$ cat src/rtl/xmem_router.sv
module xmem_router #(
  parameter logic [15:0] SPLIT_BOUND = 16'h2000,
  parameter int          RAM_AW      = 13
) (
  input  logic              clk,
  input  logic              rst_n,
  input  logic              cfg_we,
  input  logic [7:0]        cfg_wdata,
  output logic [7:0]        cfg_rdata,
  input  logic              page_we,
  input  logic [7:0]        page_wdata,
  output logic [7:0]        page_rdata,
  input  logic              acc_req,
  input  logic              acc_wr,
  input  logic              acc_short,
  input  logic [15:0]       acc_addr,
  input  logic [7:0]        acc_wdata,
  output logic              acc_busy,
  output logic              acc_done,
  output logic [7:0]        acc_rdata,
  output logic              ram_en,
  output logic              ram_we,
  output logic [RAM_AW-1:0] ram_addr,
  output logic [7:0]        ram_wdata,
  input  logic [7:0]        ram_rdata,
  output logic              ext_ale,
  output logic              ext_rd_n,
  output logic              ext_wr_n,
  output logic [7:0]        ext_ahi,
  output logic [7:0]        ext_alo,
  output logic [7:0]        ext_ad_out,
  output logic              ext_ad_oe,
  input  logic [7:0]        ext_ad_in
);

  typedef enum logic [2:0] {S_IDLE, S_AHI, S_ALO, S_SETUP, S_STRB} st_t;

  st_t        st;
  logic [4:0] cfg_q;
  logic [7:0] page_q, ahi_q, alo_q, wdata_q, rdata_q;
  logic [1:0] cnt;
  logic       wr_q, ext_src_q, done_q;

  wire [1:0]  mode   = cfg_q[3:2];
  wire        nonmux = cfg_q[4];
  wire [1:0]  alew   = cfg_q[1:0];

  wire [7:0]  hi   = !acc_short ? acc_addr[15:8] :
                     (mode == 2'b01) ? ahi_q : page_q;
  wire [15:0] eff  = {hi, acc_addr[7:0]};
  wire        off  = (mode == 2'b11) || (mode != 2'b00 && eff >= SPLIT_BOUND);
  wire        take = acc_req && st == S_IDLE;
  wire        strb = st == S_STRB;

  assign cfg_rdata  = {3'b000, cfg_q};
  assign page_rdata = page_q;

  assign ram_en    = take && !off;
  assign ram_we    = ram_en && acc_wr;
  assign ram_addr  = eff[RAM_AW-1:0];
  assign ram_wdata = acc_wdata;

  assign acc_busy  = st != S_IDLE;
  assign acc_done  = done_q;
  assign acc_rdata = ext_src_q ? rdata_q : ram_rdata;

  assign ext_ale    = st == S_AHI;
  assign ext_rd_n   = !(strb && !wr_q);
  assign ext_wr_n   = !(strb && wr_q);
  assign ext_ahi    = ahi_q;
  assign ext_alo    = alo_q;
  assign ext_ad_oe  = ext_ale || (strb && wr_q);
  assign ext_ad_out = ext_ale ? alo_q : wdata_q;

  always_ff @(posedge clk) begin
    if (!rst_n) begin
      st        <= S_IDLE;
      cfg_q     <= 5'b00011;
      page_q    <= 8'h00;
      ahi_q     <= 8'h00;
      alo_q     <= 8'h00;
      wdata_q   <= 8'h00;
      rdata_q   <= 8'h00;
      cnt       <= 2'd0;
      wr_q      <= 1'b0;
      ext_src_q <= 1'b0;
      done_q    <= 1'b0;
    end else begin
      done_q <= 1'b0;
      if (cfg_we)  cfg_q  <= cfg_wdata[4:0];
      if (page_we) page_q <= page_wdata;
      case (st)
        S_IDLE: if (take) begin
          ext_src_q <= off;
          if (!off) begin
            done_q <= 1'b1;
          end else begin
            ahi_q   <= hi;
            alo_q   <= acc_addr[7:0];
            wr_q    <= acc_wr;
            wdata_q <= acc_wdata;
            cnt     <= alew;
            st      <= nonmux ? S_SETUP : S_AHI;
          end
        end
        S_AHI: if (cnt == 2'd0) begin
          st  <= S_ALO;
          cnt <= alew;
        end else cnt <= cnt - 2'd1;
        S_ALO: if (cnt == 2'd0) st <= S_STRB;
               else cnt <= cnt - 2'd1;
        S_SETUP: st <= S_STRB;
        S_STRB: begin
          st     <= S_IDLE;
          done_q <= 1'b1;
          if (!wr_q) rdata_q <= ext_ad_in;
        end
        default: st <= S_IDLE;
      endcase
    end
  end

endmodule


$ cat config.mk
export PLATFORM = sky130hd
export DESIGN_NAME = xmem_router
export DESIGN_NICKNAME = d
export VERILOG_FILES = /design/src/rtl/xmem_router.sv
export SDC_FILE = /design/constraint.sdc
export NUM_CORES = 1
export LEC_CHECK = 0
export CORE_MARGIN = 4
export CORE_UTILIZATION = 41
export CTS_BUF_LIST = sky130_fd_sc_hd__clkbuf_8
export CTS_CLUSTER_DIAMETER = 100
export DETAILED_ROUTE_END_ITERATION = 10
export PLACE_DENSITY = 0.79
export SLEW_MARGIN = 20
export SYNTH_ARGS = -nofsm -noshare
export SYNTH_HDL_FRONTEND = slang
export SYNTH_SLANG_ARGS = --single-unit
export TNS_END_PERCENT = 10
$ cat constraint.sdc
create_clock -name clk -period 2.7 [get_ports clk]
set_clock_uncertainty 0.15 [all_clocks]
set_input_delay 0.27 -clock clk [delete_from_list [all_inputs] [get_ports clk]]
set_output_delay 0.27 -clock clk [all_outputs]
set_load 0.005 [all_outputs]
==> summary.md, run 1 <==
| Metric | Value |
|---|---|
| Power share of the clock group | `30.0%` |
| Worst setup EP type | `primary output` |
| Hold WC Path Type | `in -> reg` |
| Comb pwr share | `23.7%` |
| Synth Cell Area | `2725 um2` |
| Unique masters post-synth | `38` |
| CP top delay family | `simple AND/OR/NAND/NOR gates` |
| First-pass GRT wire length | `12.28 mm` |
| Total power | `1.848 mW` |
| Overall die width | `89.53 um` |
| Detailed router's first-iteration violation count | `148` |
| Peak supply drop | `0.2612 mV` |
| Max cap viols | `0` |
| CP cell instances | `and4b_2 > a311oi_4 > a31oi_1 > nor2_1 > and2_1 > clkdlybuf4s50_1` |
| Final Setup Violations | `0` |
| Gpl congestion | `0.7939` |
| Final slew viol count | `0` |
| Initial antenna violation count | `0` |
| Post-synth EDFFs | `0` |
| Total routed wirelength | `7.848 mm` |
| Total Neg Setup Slack | `0 ns` |
| Commonest non-fill, non-tap cell in the layout | `clkdlybuf4s50_1` |
| Setup WS post-layout | `0.08466 ns` |
| Wire length on met1 | `3.203 mm` |
| Run status | `finished, final reports clean` |
| CTS root buffer | `clkbuf_8` |
| Most frequent cells in the layout | `clkdlybuf4s50_1 (131), nand2_1 (86), dfxtp_1 (51)` |
| FMAX | `0.3824 GHz` |
| Final Cycle Share | `96.86%` |
| Simple-gate portion of the synthesized area | `25.16%` |
| Die H | `89.53 um` |
| Power Density | `452.9 nW/um2` |
| First-pass detailed-route iteration total | `4` |
| Switch share | `25.27%` |
| Arr. time, crit path | `2.20 ns` |
| Req. time, crit path | `2.28 ns` |
| Drt drc | `0` |
| Port bufs | `133` |
| Num CTS Buffers | `5` |
| CP startpoint kind | `register` |
| Worst-path fanout max | `10` |
| Cell internal power dissipation | `1.381 mW` |
| Post-synthesis compound-gate area fraction | `15.34%` |
| Post-Synth Adder-Cell Area | `0.4591%` |
| Largest family of logic cells by synthesized area | `simple AND/OR/NAND/NOR gates` |
| YS warnings | `0` |
| Mux cell area share after synthesis | `7.713%` |
| DR WL/cell | `14.75 um` |
| H-tree depth | `2` |
| Final #Nets | `518` |
| Clock Path Buffers | `2` |
| Crit-path slowest cell | `clkdlybuf4s50_1` |
| Number of global-route vias before repair | `2,540` |
| Rows | `29` |
| Final core utilization | `63.89%` |
| WHS | `0.2281 ns` |
| Hold-fix buffers, CTS | `0` |
| Xor and xnor area share after synthesis | `0%` |
| Sequential element share of the synthesized area | `38.93%` |
| Static leakage | `1.567 nW` |
| P_sw | `466.9 uW` |
| Initial Utilization | `42.67%` |
| Hpwl dp | `6.227 mm` |
| Design Area, Final | `4080 um2` |
| Die area | `8015 um2` |
| Synth Instances | `344` |
| Finished Layout Cells | `532` |
| IO Count | `140` |
| RSZ-0062 raised after global routing | `no` |
| Clk slew on worst S/H paths | `0.09 ns` |
| Layout area overhead | `49.72%` |
| Highest routed layer | `met4` |
| Slowest cell delay on critical path | `0.49 ns` |
| Ys async rst share | `0%` |
| Sink Count | `53` |
| Core Footprint | `6386 um2` |
| Met2 Routed Length | `4.131 mm` |
| Dpl cells | `524` |
| Worst-Skew Late Latency | `0.31 ns` |
| CTS tree | `yes` |
| Top FF cell, synth | `dfxtp_1` |
| Share of layout cells above drive strength 1 | `9.451%` |
| Pin count of the biggest net entering global routing | `35` |
| Reg power frac | `46.3%` |
| Placed cell areas | `3941 um2` |
| Vias per cell | `5.066` |
| N_diodes | `0` |
| Post-Place Worst Slack | `-0.03777 ns` |
| Hold Vio Cnt, Final | `0` |
| DR vias | `2,695` |
| CP Buf/Inv Count | `1` |
| Total gr overflow | `0` |
| Final ANT Viol Nets | `0` |
| WS Path Type | `reg -> out` |
| Syn Area/Cell | `7.922 um2` |
| Met3 wire len | `377 um` |
| Fin crit period | `2.615 ns` |
| Yosys reg bits | `53` |
| Total track usage | `19.55%` |
synth_stat cells (5+ instances only):
master,instances,area [um2]
o21ai_0,9,45.04
nand3_1,24,120.1
clkbuf_1,11,41.29
nand2_1,86,322.8
buf_4,25,187.7
mux2_2,8,90.09
mux2i_1,12,120.1
buf_6,6,67.56
nor2b_1,5,31.28
dfxtp_1,53,1061
nor2_1,27,101.4
a21oi_1,11,55.05
a31oi_1,9,56.30
inv_1,5,18.77
o21ai_1,20,100.1
power by group through the flow:
stage               clock (mW)  combinational [mW]  sequential (mW)
detailed placement           0               0.438            0.872
global route             0.594               0.479            0.861
CTS                      0.561               0.441            0.856
global placement             0               0.428            0.871
finish                   0.554               0.439            0.855
floorplan                    0               0.215            0.864
state kept, by name (all words and copies together) (netlist names):
name        cells
ext_ahi         8
ext_alo         8
page_rdata      8
rdata_q         8
wdata_q         8
cfg_q           5
st              3
cnt             2
acc_done        1
ext_src_q       1
wr_q            1
layer usage:
layer	up-vias	GRT usage (%)
li1	1348	-
met1	1252	24.32
met2	83	34.03
met3	12	2.673
met4	0	7.578
met5	-	0
cell type report:
type                    count  area [um2]
clock buffers               6       82.58
well taps                  77       96.34
repair buffers            145        1419
clock inverters             2       33.78
inverters                   8       30.03
flip-flops and latches     53        1069
multi-input cells         241        1350
fillers                   565        2306
cells by family after synthesis:
group / after synthesis
compound gates: 61
simple gates: 156
other cells: 1
fa+ha+maj: 1
mux: 20
flops: 53
buf+inv: 52
path summary, 6_finish.rpt:
kind	start	end	slack (ns)	cells after the start
worst min register to register	wdata_q[2]	wdata_q[2]	0.30	2
worst max register to register	cnt[0]	cnt[0]	0.56	7
worst min-delay path	rst_n	cfg_q[0]	0.23	2
worst max-delay path	cfg_q[2]	ram_we	0.08	6
repair_timing:
item	in CTS	in global routing
resized for setup	6	3
endpoints found under the setup margin	2	5
buffers inserted	0	0
pin swaps	0	0
(Power assumes the default switching activity.)
==> inputs of run 2 (changes only) <==
- CAP_MARGIN: not set -> 20
==> results of run 2 <==
Final layout, timing and power as in run 1 (identical DEF).
==> inputs of run 3 (changes only) <==
--- a/constraint.sdc
+++ b/constraint.sdc
@@ -4,2 +4,2 @@
 set_output_delay 0.27 -clock clk [all_outputs]
-set_load 0.005 [all_outputs]
+set_load 0.1 [all_outputs]
==> run 3 against run 2 <==
Worst hold slack improved by 0.032 ns. Clock power shrank 22%. Core utilization decreased by 0.55 points. Worst setup slack gained 0.050 ns. Sequential power barely moved. Critical path depth unchanged. Final cell count is 0.56% lower. Via count rose by 1.1%. Global-route usage is 0.69 points lower. Die area unchanged.
==> summary.md, run 3 (synthesis results as in run 1) <==
| Metric | Value |
|---|---|
| WS Path Type | `reg -> out` |
| Commonest non-fill, non-tap cell in the layout | `nand2_1` |
| Detailed router's first-iteration violation count | `83 (-44%)` |
| Share of layout cells above drive strength 1 | `26.55% (+17 points)` |
| Vias per cell | `5.149 (+1.6%)` |
| Setup WS post-layout | `0.1349 ns (+0.05020 ns)` |
| Static leakage | `1.694 nW (+8.1%)` |
| Setup bufs post-CTS | `0 (unchanged)` |
| Final Cycle Share | `95.00% (-1.9 points)` |
| Clk slew on worst S/H paths | `0.09 ns (about the same)` |
| Die H | `89.53 um (unchanged)` |
| Sink Count | `53 (unchanged)` |
| Post-Place Worst Slack | `0.1864 ns (+0.2242 ns)` |
| CP Buf/Inv Count | `1 (unchanged)` |
| RSZ-0062 raised after global routing | `no` |
| Gpl congestion | `0.8370 (+5.4%)` |
| Core Footprint | `6386 um2 (unchanged)` |
| Num CTS Buffers | `5 (unchanged)` |
| Hold Vio Cnt, Final | `0 (unchanged)` |
| Worst-Skew Late Latency | `0.30 ns (about the same)` |
| Layout area overhead | `48.44%` |
| Design Area, Final | `4045 um2 (-0.86%)` |
| Slew headroom | `66.21%` |
| Final #Nets | `515 (-0.58%)` |
| Drt drc | `0 (unchanged)` |
| Req. time, crit path | `2.28 ns (about the same)` |
| Initial Utilization | `42.67% (unchanged)` |
| Overall die width | `89.53 um (unchanged)` |
| CP cell instances | `nand2b_1 > a311oi_4 > a31oi_1 > nor2_4 > and2_4 > buf_12` |
| Hold-fix buffers, CTS | `0 (unchanged)` |
| Highest routed layer | `met4` |
| FMAX | `0.3898 GHz (+2.0%)` |
| Worst-path fanout max | `9 (-1)` |
| Rows | `29 (unchanged)` |
| Wire length on met1 | `3.046 mm (-4.9%)` |
| Layout fillers | `539 (-4.6%)` |
| Die area | `8015 um2 (unchanged)` |
| CTS root buffer | `clkbuf_8` |
| DR vias | `2,724 (+1.1%)` |
| Met2 Routed Length | `3.988 mm (-3.5%)` |
| Pin count of the biggest net entering global routing | `38 (+8.6%)` |
| Slowest cell delay on critical path | `0.38 ns (-0.11 ns)` |
| Arr. time, crit path | `2.15 ns (-0.05 ns)` |
| Final slew viol count | `0 (unchanged)` |
| Max cap viols | `0 (unchanged)` |
| Worst setup EP type | `primary output` |
| Cts repair resizes | `0 (-6)` |
| CP top delay family | `simple AND/OR/NAND/NOR gates` |
| H-tree depth | `2 (unchanged)` |
| Total track usage | `18.85% (-0.69 points)` |
| Met3 wire len | `492 um (+31%)` |
| Initial antenna violation count | `0 (unchanged)` |
| N_diodes | `0 (unchanged)` |
| Number of global-route vias before repair | `2,629 (+3.5%)` |
| Hold WC Path Type | `in -> reg` |
| First-pass GRT wire length | `12.08 mm (-1.6%)` |
| Placed cell areas | `3959 um2 (+0.44%)` |
| Most frequent cells in the layout | `nand2_1 (85), buf_4 (67), clkdlybuf4s50_1 (58)` |
| Run status | `finished, final reports clean` |
| Final Setup Violations | `0 (unchanged)` |
| Fin crit period | `2.565 ns (-0.05020 ns)` |
| WHS | `0.2597 ns (+0.03162 ns)` |
| Clock Path Buffers | `2 (unchanged)` |
| CP startpoint kind | `register` |
| Total gr overflow | `0 (unchanged)` |
| Total routed wirelength | `7.708 mm (-1.8%)` |
| Crit-path slowest cell | `dfxtp_4` |
| IO Count | `140 (unchanged)` |
| CTS tree | `yes` |
| First-pass detailed-route iteration total | `4 (unchanged)` |
| Final ANT Viol Nets | `0 (unchanged)` |
| Worst-margin pin slew | `0.5052 ns` |
| Power Density | `551.8 nW/um2 (+22%)` |
| DR WL/cell | `14.57 um (-1.2%)` |
| Total Neg Setup Slack | `0 ns (unchanged)` |
| Port bufs | `133 (unchanged)` |
| Peak supply drop | `0.3925 mV (+50%)` |
| Hpwl dp | `6.093 mm (-2.1%)` |
-- run 3: path summary, 6_finish.rpt --
kind | cells after the start | startpoint | slack [ns] | to
max | 6 | cfg_q[3] | 0.13 | ram_we
min | 2 | rst_n | 0.26 | cfg_q[1]
max reg2reg | 6 | cfg_q[3] | 0.54 | cnt[0]
min reg2reg | 2 | rdata_q[7] | 0.32 | rdata_q[7]
-- run 3: metrics by stage --
stage / instances / util, % / total power, mW
2_1_floorplan: 346 / - / 1.569
3_3_place_gp: 521 / 61.99 / 1.806
3_5_place_dp: 521 / 61.99 / 1.818
4_1_cts: 529 / 63.34 / 2.249
5_1_grt: 529 / 63.34 / 2.320
6_report: 529 / 63.34 / 2.232
-- run 3: cell type report --
class,instances,area [um2],area share [%]
Timing Repair Buffer,142,1409,34.83
Sequential cell,53,1074,26.54
Clock buffer,5,68.82,1.701
Clock inverter,3,17.52,0.4330
Multi-Input combinational cell,241,1350,33.37
Tap cell,77,96.34,2.382
Inverter,8,30.03,0.7423
-- run 3: worst reg2reg max path, cell delays in order (launching register included) --
cell      delay [ns]
dfxtp_4         0.40
nand2b_1        0.39
a311oi_4        0.15
buf_4           0.18
and4_4          0.18
or4_1           0.47
a31oi_1         0.17
-- run 3: report_power, final --
part           switching, mW  total [mW]  internal (mW)
clock network          0.254       0.434          0.180
logic                  0.665       0.942          0.277
registers             0.0360       0.856          0.820
-- run 3: per-layer routing --
layer	track usage, %	up-vias
met4	6.495	0
met1	22.41	1265
li1	-	1351
met2	33.49	94
met5	0	-
met3	3.963	14
